[src/rtl/uart9_pkg.sv]
package uart9_pkg;

    localparam int DATA_W   = 8;
    localparam int OSR      = 16;
    localparam int CTL_W    = 5;

    typedef struct packed {
        logic port_en;
        logic nine;
        logic single;
        logic cont;
        logic addr_det;
    } ctl_t;

    typedef struct packed {
        logic              ferr;
        logic              bit9;
        logic [DATA_W-1:0] data;
    } rx_entry_t;

    typedef enum logic [1:0] {
        RX_IDLE,
        RX_START,
        RX_DATA,
        RX_STOP
    } rx_state_e;

    function automatic logic maj3(input logic [2:0] v);
        return (v[0] & v[1]) | (v[0] & v[2]) | (v[1] & v[2]);
    endfunction

endpackage

[src/rtl/uart9_line_sync.sv]
module uart9_line_sync #(
    parameter int STAGES = 2
) (
    input  logic clk,
    input  logic rst,
    input  logic d,
    output logic q
);
    logic [STAGES-1:0] ff;

    generate
        for (genvar g = 0; g < STAGES; g++) begin : g_stage
            if (g == 0) begin : g_first
                always_ff @(posedge clk) begin
                    if (rst) ff[0] <= 1'b1;
                    else     ff[0] <= d;
                end
            end else begin : g_next
                always_ff @(posedge clk) begin
                    if (rst) ff[g] <= 1'b1;
                    else     ff[g] <= ff[g-1];
                end
            end
        end
    endgenerate

    assign q = ff[STAGES-1];
endmodule

[src/rtl/uart9_rx_core.sv]
module uart9_rx_core
    import uart9_pkg::*;
#(
    parameter int OSR_P = OSR
) (
    input  logic      clk,
    input  logic      rst,
    input  logic      enable,
    input  logic      tick,
    input  logic      line,
    input  logic      nine,
    output logic      done,
    output rx_entry_t frame
);
    localparam int CW    = $clog2(OSR_P);
    localparam int VOTE0 = OSR_P / 2 - 1;
    localparam int LAST  = OSR_P - 1;
    localparam int STOPD = VOTE0 + 3;

    rx_state_e     state;
    logic [CW-1:0] sc;
    logic [2:0]    votes;
    logic [3:0]    idx;
    logic [8:0]    sh;
    logic          vote_now;
    logic          bit_v;
    logic [3:0]    last_idx;

    assign vote_now = (sc >= CW'(VOTE0)) && (sc <= CW'(VOTE0 + 2));
    assign bit_v    = maj3(votes);
    assign last_idx = nine ? 4'd8 : 4'd7;

    always_ff @(posedge clk) begin
        done <= 1'b0;
        if (rst || !enable) begin
            state <= RX_IDLE;
            sc    <= '0;
            votes <= 3'b111;
            idx   <= '0;
            sh    <= '0;
            if (rst) frame <= '0;
        end else if (tick) begin
            if (vote_now) votes <= {votes[1:0], line};
            unique case (state)
                RX_IDLE: begin
                    if (!line) begin
                        state <= RX_START;
                        sc    <= CW'(1);
                        sh    <= '0;
                    end
                end
                RX_START: begin
                    sc <= sc + 1'b1;
                    if (sc == CW'(LAST)) begin
                        sc <= '0;
                        if (!bit_v) begin
                            state <= RX_DATA;
                            idx   <= '0;
                        end else begin
                            state <= RX_IDLE;
                        end
                    end
                end
                RX_DATA: begin
                    sc <= sc + 1'b1;
                    if (sc == CW'(LAST)) begin
                        sc      <= '0;
                        sh[idx] <= bit_v;
                        if (idx == last_idx) state <= RX_STOP;
                        else                 idx   <= idx + 1'b1;
                    end
                end
                RX_STOP: begin
                    sc <= sc + 1'b1;
                    if (sc == CW'(STOPD)) begin
                        state      <= RX_IDLE;
                        sc         <= '0;
                        done       <= 1'b1;
                        frame.ferr <= ~bit_v;
                        frame.bit9 <= nine & sh[8];
                        frame.data <= sh[7:0];
                    end
                end
                default: state <= RX_IDLE;
            endcase
        end
    end

    assert_off_idle_R2: assert property (@(posedge clk) disable iff (rst)
        !enable |=> (state == RX_IDLE && !done));

    assert_done_pulse_R3: assert property (@(posedge clk) disable iff (rst)
        done |=> !done);

endmodule

[src/rtl/uart9_rx_fifo.sv]
module uart9_rx_fifo
    import uart9_pkg::*;
#(
    parameter int DEPTH = 2
) (
    input  logic                       clk,
    input  logic                       rst,
    input  logic                       push,
    input  rx_entry_t                  wr_entry,
    input  logic                       pop,
    output rx_entry_t                  head,
    output logic [$clog2(DEPTH+1)-1:0] count
);
    localparam int AW = (DEPTH > 1) ? $clog2(DEPTH) : 1;
    localparam int CNW = $clog2(DEPTH + 1);

    rx_entry_t       mem [DEPTH];
    logic [AW-1:0]   wp;
    logic [AW-1:0]   rp;
    logic            do_pop;
    logic            do_push;

    assign do_pop  = pop && (count != '0);
    assign do_push = push && ((count != CNW'(DEPTH)) || do_pop);

    function automatic logic [AW-1:0] nxt(input logic [AW-1:0] p);
        return (p == AW'(DEPTH - 1)) ? '0 : p + 1'b1;
    endfunction

    always_ff @(posedge clk) begin
        if (rst) begin
            wp    <= '0;
            rp    <= '0;
            count <= '0;
            for (int i = 0; i < DEPTH; i++) mem[i] <= '0;
        end else begin
            if (do_push) begin
                mem[wp] <= wr_entry;
                wp      <= nxt(wp);
            end
            if (do_pop) rp <= nxt(rp);
            if (do_push && !do_pop)      count <= count + 1'b1;
            else if (do_pop && !do_push) count <= count - 1'b1;
        end
    end

    assign head = (count == '0) ? '0 : mem[rp];

    assert_cnt_bound_R9: assert property (@(posedge clk) disable iff (rst)
        count <= CNW'(DEPTH));

    assert_no_push_full_R9: assert property (@(posedge clk) disable iff (rst)
        (push && count == CNW'(DEPTH) && !pop) |=> count == CNW'(DEPTH));

endmodule

[src/rtl/uart9_rx.sv]
module uart9_rx
    import uart9_pkg::*;
#(
    parameter int DEPTH       = 2,
    parameter int SYNC_STAGES = 2,
    parameter int OSR_P       = OSR
) (
    input  logic              clk,
    input  logic              rst,
    input  logic              rx_line,
    input  logic              baud_tick,
    input  logic              reg_we,
    input  logic [7:0]        reg_wdata,
    output logic [7:0]        reg_rdata,
    input  logic              rxbuf_rd,
    output logic [DATA_W-1:0] rxbuf_data,
    output logic              irq
);
    localparam int CNW = $clog2(DEPTH + 1);

    ctl_t            ctl;
    logic            ovr;
    logic            line_s;
    logic            rx_en;
    logic            done;
    rx_entry_t       frame;
    rx_entry_t       head;
    logic [CNW-1:0]  count;
    logic            accept;
    logic            full;
    logic            pop;
    logic            push;

    uart9_line_sync #(.STAGES(SYNC_STAGES)) u_sync (
        .clk (clk),
        .rst (rst),
        .d   (rx_line),
        .q   (line_s)
    );

    assign rx_en = ctl.port_en && ctl.cont && !ovr;

    uart9_rx_core #(.OSR_P(OSR_P)) u_core (
        .clk    (clk),
        .rst    (rst),
        .enable (rx_en),
        .tick   (baud_tick),
        .line   (line_s),
        .nine   (ctl.nine),
        .done   (done),
        .frame  (frame)
    );

    assign accept = done && (!(ctl.nine && ctl.addr_det) || frame.bit9);
    assign full   = (count == CNW'(DEPTH));
    assign pop    = rxbuf_rd;
    assign push   = accept && (!full || pop);

    uart9_rx_fifo #(.DEPTH(DEPTH)) u_fifo (
        .clk      (clk),
        .rst      (rst),
        .push     (push),
        .wr_entry (frame),
        .pop      (pop),
        .head     (head),
        .count    (count)
    );

    always_ff @(posedge clk) begin
        if (rst) begin
            ctl <= '0;
            ovr <= 1'b0;
        end else begin
            if (reg_we) ctl <= ctl_t'(reg_wdata[7:8-CTL_W]);
            if (!ctl.cont)                      ovr <= 1'b0;
            else if (accept && full && !pop)    ovr <= 1'b1;
        end
    end

    assign reg_rdata  = {ctl, head.ferr, ovr, head.bit9};
    assign rxbuf_data = head.data;
    assign irq        = (count != '0);

    assert_ovr_hold_R9: assert property (@(posedge clk) disable iff (rst)
        (ovr && ctl.cont) |=> ovr);

    assert_addr_drop_R5: assert property (@(posedge clk) disable iff (rst)
        (done && ctl.nine && ctl.addr_det && !frame.bit9) |=> (count <= $past(count)));

    assert_ovr_blocks_R9: assert property (@(posedge clk) disable iff (rst)
        ovr |=> !done);

endmodule

[config.mk]
export PLATFORM = sky130hd
export DESIGN_NAME = uart9_rx
export DESIGN_NICKNAME = d
export VERILOG_FILES = /design/src/rtl/uart9_pkg.sv /design/src/rtl/uart9_line_sync.sv /design/src/rtl/uart9_rx_core.sv /design/src/rtl/uart9_rx_fifo.sv /design/src/rtl/uart9_rx.sv
export SDC_FILE = /design/constraint.sdc
export NUM_CORES = 1
export LEC_CHECK = 0
export BUFFER_PORTS_ARGS = -buffer_cell sky130_fd_sc_hd__buf_4
export CAP_MARGIN = 20
export CORE_MARGIN = 4
export CORE_UTILIZATION = 50
export DETAILED_ROUTE_END_ITERATION = 7
export PLACE_DENSITY = 0.8
export SLEW_MARGIN = 10
export SYNTH_ARGS = -nofsm -noshare
export SYNTH_HDL_FRONTEND = slang
export SYNTH_SLANG_ARGS = --single-unit
[constraint.sdc]
create_clock -name clk -period 2.1 [get_ports clk]
set_clock_uncertainty 0.2 [all_clocks]
set_input_delay 0.21 -clock clk [delete_from_list [all_inputs] [get_ports clk]]
set_output_delay 0.21 -clock clk [all_outputs]
set_load 0.005 [all_outputs]
## Word-level counts from Yosys, hierarchy flattened

Memories as Yosys holds them, arrays and structs flattened. A register that Yosys moved wholly into a read port is not among the register bits.
Index checks and enable logic that the tools add are counted.

| cells by class | value |
|---|---|
| multiplexer cells | 44 |
| equal/unequal tests | 16 |
| reductions and logical operators | 43 |
| order comparisons | 4 |
| bitwise logic cells | 10 |
| $add $sub $neg | 6 |

Operators by type and width:

| operator | number |
|---|---|
| two-way mux 10 bit | 7 |
| two-way mux 4 bit | 8 |
| two-way mux 9 bit | 2 |
| one-hot mux 9 bit (2 select lines) | 1 |
| two-way mux 2 bit | 8 |
| nonzero test 2 bit | 7 |
| logical AND 1 bit | 13 |
| two-way mux 1 bit | 13 |
| one-hot mux 4 bit (3 select lines) | 1 |
| AND reduction 6 bit | 2 |
| != test 2 bit, second input constant | 5 |
| OR reduction 10 bit | 1 |
| bitwise mux 9 bit | 1 |
| adder 4 x 1 -> 4 bit, second input constant | 2 |
| equality test 4 bit, second input constant | 2 |
| != test 2 x 1 -> 1 bit, second input constant | 4 |
| one-hot mux 2 bit (4 select lines) | 1 |
| one-hot mux 4 bit (2 select lines) | 1 |
| AND reduction 4 bit | 2 |
| zero test 1 bit | 7 |
| equality test 2 bit, second input constant | 3 |
| < comparator 4 x 5 -> 1 bit, second input constant | 1 |
| AND 1 bit | 4 |
| demux 1 bit (select 4 bit) | 1 |
| 15 further kinds | 26 |

| storage, ports and cells | value |
|---|---|
| input bits | 14 |
| output and inout bits | 17 |
| register bits after elaboration | 45 |
| memory bits (writable) | 20 |
| memories kept | 1 |

Memory list:

| name | words | width | rd ports | clocked after memory_dff | write ports | RTL line | text |
|---|---|---|---|---|---|---|---|
| u_fifo.mem | 2 | 10 | 1 | 1 | 2 | uart9_rx_fifo.sv:17 | `rx_entry_t mem [DEPTH];` |

## Longest topological paths before layout

| logic depth | value |
|---|---|
| word-level depth | 11 |
| mapped depth | 7 |
| depth with buffers taken out | 7 |

## Cells and area by module

Synthesis repeated with hierarchy kept, for this count alone.

| second synthesis, totals | value |
|---|---|
| cells, all modules | 311 |
| area total of the unflattened synthesis | 3218.1 sq um |

By module, submodules not included:

| module | area each (sq um) | sequential area each (sq um) | cells an instance | instances |
|---|---|---|---|---|
| uart9_rx_core | 1761.7 | 760.7 | 191 | 1 |
| uart9_rx_fifo | 1138.6 | 700.7 | 90 | 1 |
| uart9_rx | 265.3 | 120.1 | 26 | 1 |
| uart9_line_sync | 52.6 | 40.0 | 4 | 1 |

## Least setup slack after synthesis

No wires, ideal clock.

| path | value |
|---|---|
| path type | reg-to-reg |
| from | reg u_core.state[0] |
| to | reg u_core.sc[3] |
| clock period less this slack | 2018 ps |
| library setup time | 58 ps |
| required time | 1842 ps |
| stages on the path, launching flop included | 7 |
| setup slack | 82 ps |
| data arrival time | 1759 ps |
| path through | dfxtp_1 -> inv_1 -> ha_1 -> a21bo_2 -> or4_1 -> a211oi_1 -> a31o_1 |

| between the ends | value |
|---|---|
| longest elaborated chain between the ends | 3 |
| elaborated cells between the ends (all ways) | 8 |

Ends and longest elaborated chain:

| element | RTL line | text |
|---|---|---|
| from (decl) | uart9_rx_core.sv:20 | `rx_state_e state;` |
| from (signal assigned) | uart9_rx_core.sv:36 | `state <= RX_IDLE;` |
| from (signal assigned) | uart9_rx_core.sv:47 | `state <= RX_START;` |
| from (signal assigned) | uart9_rx_core.sv:57 | `state <= RX_DATA;` |
| equality test 2 x 1 -> 1 bit (tied with other cells) | uart9_rx_core.sv:44 | `unique case (state)` |
| OR reduction 2 bit (no line) / != test 2 bit (equally long branches) | -- |  |
| one-hot mux 4 bit (3 select lines) / AND reduction 2 bit (equally long branches) | -- |  |
| to (signal assigned) | uart9_rx_core.sv:53 | `sc <= sc + 1'b1;` |
| to (signal assigned) | uart9_rx_core.sv:65 | `sc <= sc + 1'b1;` |
| to (signal assigned) | uart9_rx_core.sv:74 | `sc <= sc + 1'b1;` |
| to (decl) | uart9_rx_core.sv:21 | `logic [CW-1:0] sc;` |

Parallel ways exist; a longest one is shown, timed or not.
A chain may end at the register's enable or synchronous reset.

## Worst setup path in the final report

| path | value |
|---|---|
| from | in rst |
| to | reg u_core.sc[3] |

| between the ends | value |
|---|---|
| longest elaborated chain between the ends | 1 |

Ends and longest elaborated chain:

| element | RTL line | text |
|---|---|---|
| from (decl) | uart9_rx.sv:9 | `input logic rst,` |
| logical OR 1 bit | uart9_rx_core.sv:35 | `if (rst \|\| !enable) begin` |

Every way passes these cells.

==> results.tsv <==
metric	value	unit
share of power burned in registers	0.529	
die span in x	88.5	microns
WL met2	3.11	mm
GP Congestion	0.879	
Gate power share	0.040	
commonest non-fill, non-tap cell in the layout	buf_4	
status	completed	
root buf cell	clkbuf_8	
DR vias	2373	
Worst-Skew Late Latency	0.34	ns
Hold Path Class	in2reg	
CTS tree	yes	
initial DRC count	116	
# rows	29	
drt first pass iters	5	
Seq cells post-synth	66	
endpoints failing setup	0	
PortBufs	27	
crit-path cells	dlygate4sd3_1, buf_4, nand4bb_4, or4_1, a211oi_1, a31o_1	
Warnings, synthesis	0	
LEAKAGE	1.49	nW
worst-margin pin slew	0.545	ns
Sw Ratio	0.217	
clock sinks	66	
internal power	2.06	mW
Worst-path clk slew	0.08	ns
Power Total	2.63	mW
crit-path max FO	20	
sequential element share of the synthesized area	0.501	
area grow syn2layout	20.4	%
number of routed nets with antenna violations	0	
Fin Hold WS	0.0856	ns
Via density	5.39	
IO Count	31	
top area cells in the synthesized netlist	edfxtp_1, dfxtp_1, mux2i_1	
Cell Area, Synth	0.00324	sq mm
maximum clock rate	492	MHz
Initial Util	0.513	
Max Cap Violations	0	
antenna violations before repair	0	
metal3 WL	241	microns
Yosys cell types	52	
peak supply drop	0.000315	V
All-Layer GR Usage	0.167	
grt total ovfl	0	
layout net count	385	
Final Hold Vio Count	0	
WL/cell	13.7	microns
Slew Limit Fails	0	
largest net degree at the start of global routing	27	
largest area contributor in the netlist	edfxtp_1	
clk buf depth	2	
core area	0.00631	sq mm
WL met1	2.59	mm
CP required	2.19	ns
ys async rst share	0	
H-tree depth	3	
DRC Markers	0	
ys flop type	dfxtp_1	
Yosys top cell area share	0.278	
Max Used Layer	met4	
fillers	503	
number of enable flip-flop cells after synthesis	30	
clock network power share	0.431	
WP buf/inv	2	
Final Util	0.618	
Worst slew margin	0.636	
Final Routed Wirelength	6.05	mm
crit path capture type	register	
PwrDens	674	mW/mm^2
fin crit period	2.03	ns
cts bufs inserted	9	
crit-path max cell delay	0.54	ns
Mean Syn Cell Area	10.5	sq um
Gate Count Post-Synth	309	
die area	0.00783	sq mm
Setup crit start kind	primary input	
Net Count, Synth	336	
Tcrit/Tclk final	0.967	
ANT cells	0	
layout cells sized above 1	0.201	
Detailed Place HPWL	4.15	mm
first-pass GRT wire length	10.2	mm
WP data arrival	2.12	ns
Critical-path top delay cell	dlygate4sd3_1	
delay-heaviest family, CP	simple AND/OR/NAND/NOR gates	
switching power total	0.571	mW
vias in the first global route	2316	
most frequent cells in the layout	buf_4, dfxtp_1, edfxtp_1, and2_1, nor2_1	
die height	88.5	microns
Crit Path Class	in2reg	
[cell usage after synthesis, types with 2 or more instances]
library cell and number:
dfxtp_1 36, buf_6 2, clkbuf_1 7, o211ai_1 2, nor3b_1 3, clkbuf_8 2
nand2_1 20, or3_1 2, and2_1 28, nand4_1 2, a22o_1 8, a31oi_1 2
buf_4 3, o221ai_1 2, and3_1 2, nor2_1 23, nand3b_1 5, a31o_2 2
a21oi_1 7, or2_2 7, ha_1 13, o21ai_0 14, nand3_1 14, or4_1 2
xor2_1 4, o22ai_1 3, nor3_1 5, nand2b_1 3, a211oi_1 2, mux2i_1 18
o21bai_1 2, inv_1 14, edfxtp_1 30, a21o_1 2
[worst min-delay path: stages]
cell	delay, ns
buf_4	0.09
nor3b_2	0.04
a31oi_1	0.17
nor3b_1	0.06
[power groups by stage]
stage | combinational [mW] | clock [mW] | sequential, mW
3_3_place_gp | 0.0800 | 0 | 1.42
2_1_floorplan | 0.0477 | 0 | 1.42
3_5_place_dp | 0.0812 | 0 | 1.42
4_1_cts | 0.110 | 1.15 | 1.39
5_1_grt | 0.117 | 1.21 | 1.39
6_report | 0.106 | 1.13 | 1.39
[per-layer routing]
metal / track usage / up-vias
met3: 0.0428 / 11
met5: 0 / -
met1: 0.189 / 1111
met2: 0.301 / 47
met4: 0.0618 / 0
li1: - / 1204
[state kept, by name, summed over array words and instances, names as in the netlist, named ones only]
name          cells
u_core.votes      3
ovr               1
u_core.idx        4
u_fifo.count      2
u_sync.ff         1
u_fifo.mem       20
u_core.state      1
u_core.done       1
u_core.sh         9
u_core.sc         4
u_fifo.rp         1
u_fifo.wp         1
reg_rdata         5
u_core.frame     10
u_sync.q          1
[layout make-up]
cell class	instances	area, sq um	share of cell area
multi-input cells	214	1490	0.381
repair buffers	53	434	0.111
inverters	14	52.6	0.0135
clock buffers	11	153	0.0391
flip-flops and latches	66	1620	0.416
well taps	77	96.3	0.0247
clock inverters	5	58.8	0.0151
[cells by family (layout without fill, tap and decap cells)]
kind of cell | after synthesis | in the layout | share of synthesized area
xor+xnor | 4 | 4 | 0.0108
compound gates | 56 | 56 | 0.120
simple gates | 121 | 121 | 0.208
fa+ha+maj | 14 | 14 | 0.0537
buf+inv | 29 | 83 | 0.0483
flops | 66 | 66 | 0.501
mux | 19 | 19 | 0.0591
[per-stage QoR]
stage,TNS (ns),cell area [sq um],std cells,worst slack [ns]
2_1_floorplan,0,3240,309,0.0824
3_3_place_gp,0,3530,411,0.150
3_5_place_dp,0,3530,411,0.112
4_1_cts,0,3910,444,0.0134
5_1_grt,-0.198,3900,440,-0.0263
6_report,0,3900,440,0.0695
[what timing repair did]
item,CTS,global route
endpoints found under the setup margin,0,38
gates resized for setup,0,7
hold buffers,17,0
buffers inserted,0,0
endpoints found under the hold margin,16,0
[worst paths after layout]
| path | from | endpoint | slack [ns] | depth (start not counted) |
|---|---|---|---|---|
| max | rst | u_core.sc[3] | 0.07 | 6 |
| min | rxbuf_rd | ovr | 0.09 | 4 |
| max reg2reg | u_core.state[0] | u_core.sc[3] | 0.11 | 6 |
| min reg2reg | u_sync.ff[0] | u_sync.q | 0.23 | 1 |
(Power assumes the default switching activity.)
